==> config.mk <==
export PLATFORM = sky130hd
export DESIGN_NAME = binCounterWidener
export DESIGN_NICKNAME = d
export VERILOG_FILES = /design/src/rtl/binWidenPkg.sv /design/src/rtl/widenCtrl.sv /design/src/rtl/binAccumulator.sv /design/src/rtl/widenDatapath.sv /design/src/rtl/binCounterWidener.sv
export SDC_FILE = /design/constraint.sdc
export NUM_CORES = 1
export LEC_CHECK = 0
export BUFFER_PORTS_ARGS = -buffer_cell sky130_fd_sc_hd__buf_4
export CORE_UTILIZATION = 37
export DETAILED_ROUTE_END_ITERATION = 12
export SLEW_MARGIN = 20
export SYNTH_ARGS = -nofsm -noshare
export SYNTH_HDL_FRONTEND = slang
export SYNTH_SLANG_ARGS = --single-unit
export TNS_END_PERCENT = 30
==> constraint.sdc <==
create_clock -name clk -period 7.9 [get_ports clk]
set_input_delay 1.58 -clock clk [delete_from_list [all_inputs] [get_ports clk]]
set_output_delay 1.58 -clock clk [all_outputs]
set_load 0.03 [all_outputs]
==> src/rtl/binWidenPkg.sv <==
package binWidenPkg;

  // Strobes from the control side to the datapath.
  typedef struct packed {
    logic       capture;    // copy every accumulator into its shadow this edge
    logic       selCtrl;    // read address hits the control word
    logic       selShadow;  // read address hits a shadow slot
    logic [7:0] shadowIdx;  // which shadow slot is addressed
  } widenStrobes_t;

endpackage

==> src/rtl/widenCtrl.sv <==
module widenCtrl
  import binWidenPkg::*;
#(
  parameter int          NUM_BINS      = 4,
  parameter int          ADDR_W        = 12,
  parameter logic [11:0] CTRL_ADDR     = 12'h1E0,
  parameter logic [11:0] SHADOW_BASE   = 12'h904,
  parameter int          SHADOW_STRIDE = 4
) (
  input  logic              clk,
  input  logic              rst,
  input  logic              snapReq,
  input  logic [ADDR_W-1:0] regAddr,
  input  logic              regWrEn,
  input  logic              regWrBit,
  output widenStrobes_t     strobes,
  output logic              reqBit
);

  logic ctrlHit;
  logic reqComb;
  logic reqDly;
  logic [NUM_BINS-1:0] slotHit;

  assign ctrlHit = (regAddr == ADDR_W'(CTRL_ADDR));

  genvar gi;
  generate
    for (gi = 0; gi < NUM_BINS; gi++) begin : g_slot
      localparam logic [ADDR_W-1:0] SLOT_ADDR =
        ADDR_W'(SHADOW_BASE) + ADDR_W'(gi * SHADOW_STRIDE);
      assign slotHit[gi] = (regAddr == SLOT_ADDR);
    end
  endgenerate

  // Control bit: only a write to the control address can change it.
  always_ff @(posedge clk) begin
    if (rst) begin
      reqBit <= 1'b0;
    end else if (regWrEn && ctrlHit) begin
      reqBit <= regWrBit;
    end
  end

  // The two request sources are merged first; a capture needs the merged level to rise.
  assign reqComb = snapReq | reqBit;

  always_ff @(posedge clk) begin
    if (rst) begin
      reqDly <= 1'b0;
    end else begin
      reqDly <= reqComb;
    end
  end

  always_comb begin
    strobes           = '0;
    strobes.capture   = reqComb & ~reqDly;
    strobes.selCtrl   = ctrlHit;
    strobes.selShadow = |slotHit;
    for (int i = 0; i < NUM_BINS; i++) begin
      if (slotHit[i]) begin
        strobes.shadowIdx = 8'(i);
      end
    end
  end

endmodule

==> src/rtl/binAccumulator.sv <==
module binAccumulator #(
  parameter int SRC_W = 8,
  parameter int ACC_W = 32
) (
  input  logic             clk,
  input  logic             rst,
  input  logic [SRC_W-1:0] srcVal,
  input  logic             capture,
  output logic [ACC_W-1:0] accVal,
  output logic [ACC_W-1:0] shadowVal
);

  localparam int SUM_W = ACC_W + 1;

  logic [SRC_W-1:0] prevVal;
  logic [SRC_W-1:0] delta;
  logic [SUM_W-1:0] sum;

  // Modulo subtraction: the wrap of the narrow source is absorbed by the width.
  assign delta = srcVal - prevVal;
  assign sum   = {1'b0, accVal} + SUM_W'(delta);

  always_ff @(posedge clk) begin
    if (rst) begin
      prevVal <= '0;
      accVal  <= '0;
    end else begin
      prevVal <= srcVal;
      accVal  <= sum[ACC_W] ? {ACC_W{1'b1}} : sum[ACC_W-1:0];
    end
  end

  // The shadow takes the accumulator value as it stands before this edge.
  always_ff @(posedge clk) begin
    if (rst) begin
      shadowVal <= '0;
    end else if (capture) begin
      shadowVal <= accVal;
    end
  end

endmodule

==> src/rtl/widenDatapath.sv <==
module widenDatapath
  import binWidenPkg::*;
#(
  parameter int NUM_BINS = 4,
  parameter int SRC_W    = 8,
  parameter int ACC_W    = 32,
  parameter int DATA_W   = 32
) (
  input  logic                      clk,
  input  logic                      rst,
  input  logic [NUM_BINS*SRC_W-1:0] binCount,
  input  widenStrobes_t             strobes,
  input  logic                      reqBit,
  output logic [NUM_BINS*ACC_W-1:0] accFlat,
  output logic [NUM_BINS*ACC_W-1:0] shadowFlat,
  output logic [DATA_W-1:0]         rdData
);

  genvar gi;
  generate
    for (gi = 0; gi < NUM_BINS; gi++) begin : g_bin
      binAccumulator #(
        .SRC_W(SRC_W),
        .ACC_W(ACC_W)
      ) u_acc (
        .clk      (clk),
        .rst      (rst),
        .srcVal   (binCount[gi*SRC_W +: SRC_W]),
        .capture  (strobes.capture),
        .accVal   (accFlat[gi*ACC_W +: ACC_W]),
        .shadowVal(shadowFlat[gi*ACC_W +: ACC_W])
      );
    end
  endgenerate

  always_comb begin
    rdData = '0;
    if (strobes.selCtrl) begin
      rdData[0] = reqBit;
    end else if (strobes.selShadow) begin
      for (int i = 0; i < NUM_BINS; i++) begin
        if (strobes.shadowIdx == 8'(i)) begin
          rdData[ACC_W-1:0] = shadowFlat[i*ACC_W +: ACC_W];
        end
      end
    end
  end

endmodule

==> src/rtl/binCounterWidener.sv <==
module binCounterWidener
  import binWidenPkg::*;
#(
  parameter int          NUM_BINS      = 4,
  parameter int          SRC_W         = 8,
  parameter int          ACC_W         = 32,
  parameter int          DATA_W        = 32,
  parameter int          ADDR_W        = 12,
  parameter logic [11:0] CTRL_ADDR     = 12'h1E0,
  parameter logic [11:0] SHADOW_BASE   = 12'h904,
  parameter int          SHADOW_STRIDE = 4
) (
  input  logic                      clk,
  input  logic                      rst,
  input  logic                      snapReq,
  input  logic [NUM_BINS*SRC_W-1:0] binCount,
  input  logic [ADDR_W-1:0]         regAddr,
  input  logic                      regWrEn,
  input  logic                      regWrBit,
  output logic [DATA_W-1:0]         regRdData
);

  widenStrobes_t             strobes;
  logic                      reqBit;
  logic [NUM_BINS*ACC_W-1:0] accFlat;
  logic [NUM_BINS*ACC_W-1:0] shadowFlat;

  widenCtrl #(
    .NUM_BINS     (NUM_BINS),
    .ADDR_W       (ADDR_W),
    .CTRL_ADDR    (CTRL_ADDR),
    .SHADOW_BASE  (SHADOW_BASE),
    .SHADOW_STRIDE(SHADOW_STRIDE)
  ) u_ctrl (
    .clk     (clk),
    .rst     (rst),
    .snapReq (snapReq),
    .regAddr (regAddr),
    .regWrEn (regWrEn),
    .regWrBit(regWrBit),
    .strobes (strobes),
    .reqBit  (reqBit)
  );

  widenDatapath #(
    .NUM_BINS(NUM_BINS),
    .SRC_W   (SRC_W),
    .ACC_W   (ACC_W),
    .DATA_W  (DATA_W)
  ) u_dp (
    .clk       (clk),
    .rst       (rst),
    .binCount  (binCount),
    .strobes   (strobes),
    .reqBit    (reqBit),
    .accFlat   (accFlat),
    .shadowFlat(shadowFlat),
    .rdData    (regRdData)
  );

endmodule

==> out/metrics.csv <==
stage,metric,value,unit
outcome,status,"finished, final reports clean",
global_routing,grtUsageTotal,0.211,
logic_synthesis,netlist_area,14000,um^2
drt,vias,12300,
run,cap_violations,0,
placed_design,portBuffers,80,
placed_design,dp.cells,2218,
drt,first_pass_iters,10,
logic_synthesis,synth_xor_area_frac,0.0581,
cts,clock_sinks,290,
timing,drv_slew,0,
logic_synthesis,synthSimpleGateAreaFrac,0.205,
final_layout,nets,1868,
final_layout,final.fill_count,3807,
logic_synthesis,ys_async_sr_fraction,0,
floorplanning,io_pins,81,
floorplanning,row_count,70,
timing,hold_viol,0,
logic_synthesis,synth_edf_count,0,
drt,wire_per_inst,17.8,um
cts,cts.clk_slew.worst_paths,50,ps
logic_synthesis,synth_cell_types,63,
timing,max_freq,0.166,GHz
logic_synthesis,ys_ff_latch,290,
floorplanning,die_w,197,um
final_layout,drive_gt1_frac,0.0907,
cts,htree_levels,2,
logic_synthesis,synth_compound_area_frac,0.208,
logic_synthesis,yosys_warnings,0,
logic_synthesis,syn-instance-count,1725,
drt,detail_route.vias_per_cell,5.40,
final_layout,fin_util,0.435,
cts,cts_buffer_depth,3,
final_layout,fin_cells,2280,
global_routing,grt_first_pass_wirelength,64300,um
worst_setup_path,cp-end-kind,output pin,
timing,fin_crit_sh,0.761,
logic_synthesis,muxShareOfSynthArea,0.00357,
cts,ctsRootBufferMaster,clkbuf_16,
cts,insertion_delay,520,ps
worst_setup_path,slowest_stage,and2_1,
timing,finalCriticalPeriod,6010,ps
worst_setup_path,worst-setup-path-type,in2out,
cts,hold_buffers,0,
final_layout,syn_to_final_growth,14.6,%
global_routing,grt_overflow,0,
global_routing,antenna_found_initial,0,
logic_synthesis,syn-num-nets,1842,
timing,rsz0062_at_grt,false,
worst_setup_path,critPathArrivalTime,4430,ps
pwr,p_leak,5.68,nW
logic_synthesis,synth_adder_area_share,0.0649,
timing,finalSetupViolations,0,
final_layout,final_cell_mix,"nand2_1, a21oi_1, dfxtp_1, buf_4, inv_1",
logic_synthesis,avgSynthCellArea,8.13,um^2
timing,maxSlewHeadroom,0.253,
cts,cts-resized-gates,0,
pwr,p_per_area,256,nW/um^2
drt,remaining_drc_errors,0,
global_routing,first_global_vias,11700,
cts,cts_tree,yes,
placed_design,dpl.hpwl,29200,um
drt,ant_nets,0,
floorplanning,initial_core_util,0.380,
final_layout,final_common_cell,nand2_1,
worst_setup_path,worstPathRequired,6320,ps
worst_setup_path,cp-start-kind,input pin,
hold_path,hold_path_class,reg2reg,
timing,setup_slack,1890,ps
worst_setup_path,worstPathMaxFanout,32,
cts,post_cts_buffers,0,
worst_setup_path,slowest_delay,950,ps
timing,fin_tns_setup,0,ps
logic_synthesis,synth_ff_type,dfxtp_1,
placed_design,gp_congestion,0.903,
worst_setup_path,path_common_cell,buf_4,
pwr,vdd_drop_max,171,uV
timing,fin_worst_skew,19.1,ps
floorplanning,core_area,37000,um^2
logic_synthesis,synth_top_family_by_area,compound AO/OA/AOI/OAI gates,
floorplanning,die_height,197,um
final_layout,diodes,0,
cts,cts_buffers,35,
timing,worstMarginPinSlew,1120,ps
global_routing,grt_max_degree,161,
floorplanning,die_area,38700,um^2
worst_setup_path,cp_cell_sequence,"buf_4, or4b_2, nor3_2, and2_1, a22o_1, a221oi_1, o21ai_1, buf_4",
placed_design,place_ws,1850,ps
drt,wl,40600,um
logic_synthesis,seq_area_frac_synth,0.414,
drt,drt_iter0_markers,995,
per-layer routing:
layer | global-route usage | wire length (um) | up-vias
li1 | - | - | 6104
met1 | 0.255 | 17100 | 5791
met2 | 0.351 | 18800 | 320
met3 | 0.0424 | 2220 | 101
met4 | 0.117 | 2440 | 0
met5 | 0 | 0 | -
critical path, delay by kind of cell:
kind                   cells  cell delay, ps
buffers and inverters      2             280
AND/OR/NAND/NOR            3            2080
AO/OA/AOI/OAI              3             480
state kept, by name (all words and copies together) (netlist names):
signal and count:
u_dp.g_bin.u_acc.shadowVal 128, u_ctrl.reqBit 1, u_dp.g_bin.u_acc.accVal 128, u_dp.g_bin.u_acc.prevVal 32
u_ctrl.reqDly 1
area by class of cell:
cell class,count,area [um^2],area share
Multi-Input combinational cell,1266,7610,0.473
Sequential cell,290,5810,0.361
Clock buffer,50,982,0.0611
Timing Repair Buffer,84,649,0.0404
Tap cell,504,631,0.0392
Inverter,74,278,0.0173
Clock inverter,12,123,0.00763
final timing paths:
check | from | to | slack, ps | cells after the start
worst max-delay path | regAddr[10] | regRdData[0] | 1890 | 8
worst min-delay path | u_dp.g_bin[0].u_acc.accVal[0]$_SDFF_PP0_ | u_dp.g_bin[0].u_acc.shadowVal[0]$_SDFFE_PP0P_ | 460 | 2
worst max register to register | u_dp.g_bin[2].u_acc.prevVal[1]$_SDFF_PP0_ | u_dp.g_bin[2].u_acc.accVal[23]$_SDFF_PP0_ | 3360 | 15
worst min register to register | u_dp.g_bin[0].u_acc.accVal[0]$_SDFF_PP0_ | u_dp.g_bin[0].u_acc.shadowVal[0]$_SDFFE_PP0P_ | 460 | 2
metrics by stage:
step | power, W | hold WS (ps) | instance area, um^2
2_1_floorplan | 0.00236 | 436 | 14000
3_3_place_gp | 0.00256 | 447 | 15000
3_5_place_dp | 0.00258 | 450 | 15000
4_1_cts | 0.00415 | 458 | 16100
5_1_grt | 0.00435 | 478 | 16100
6_report | 0.00411 | 456 | 16100
synthesized netlist by cell type (all sizes together) (22+ instances only):
cell | count | share of area
inv | 74 | 0.020
nor3 | 46 | 0.018
a21oi | 291 | 0.10
nand2 | 356 | 0.095
ha | 60 | 0.054
clkbuf | 79 | 0.021
and3 | 32 | 0.014
dfxtp | 290 | 0.41
a222oi | 31 | 0.022
xnor2 | 61 | 0.038
o21ai | 39 | 0.014
xor2 | 32 | 0.020
nor2 | 63 | 0.017
nor2b | 40 | 0.018
nand3 | 22 | 0.0078
power by group:
group          internal (W)  switching, W
logic              0.000372      0.000507
clock network      0.000933      0.000626
registers           0.00157      0.000106
kinds of logic after synthesis:
logic type	count (synthesis)
compound gates	475
xor+xnor	93
fa+ha+maj	68
buf+inv	169
flops	290
mux	5
simple gates	625
(Power assumes the default switching activity.)
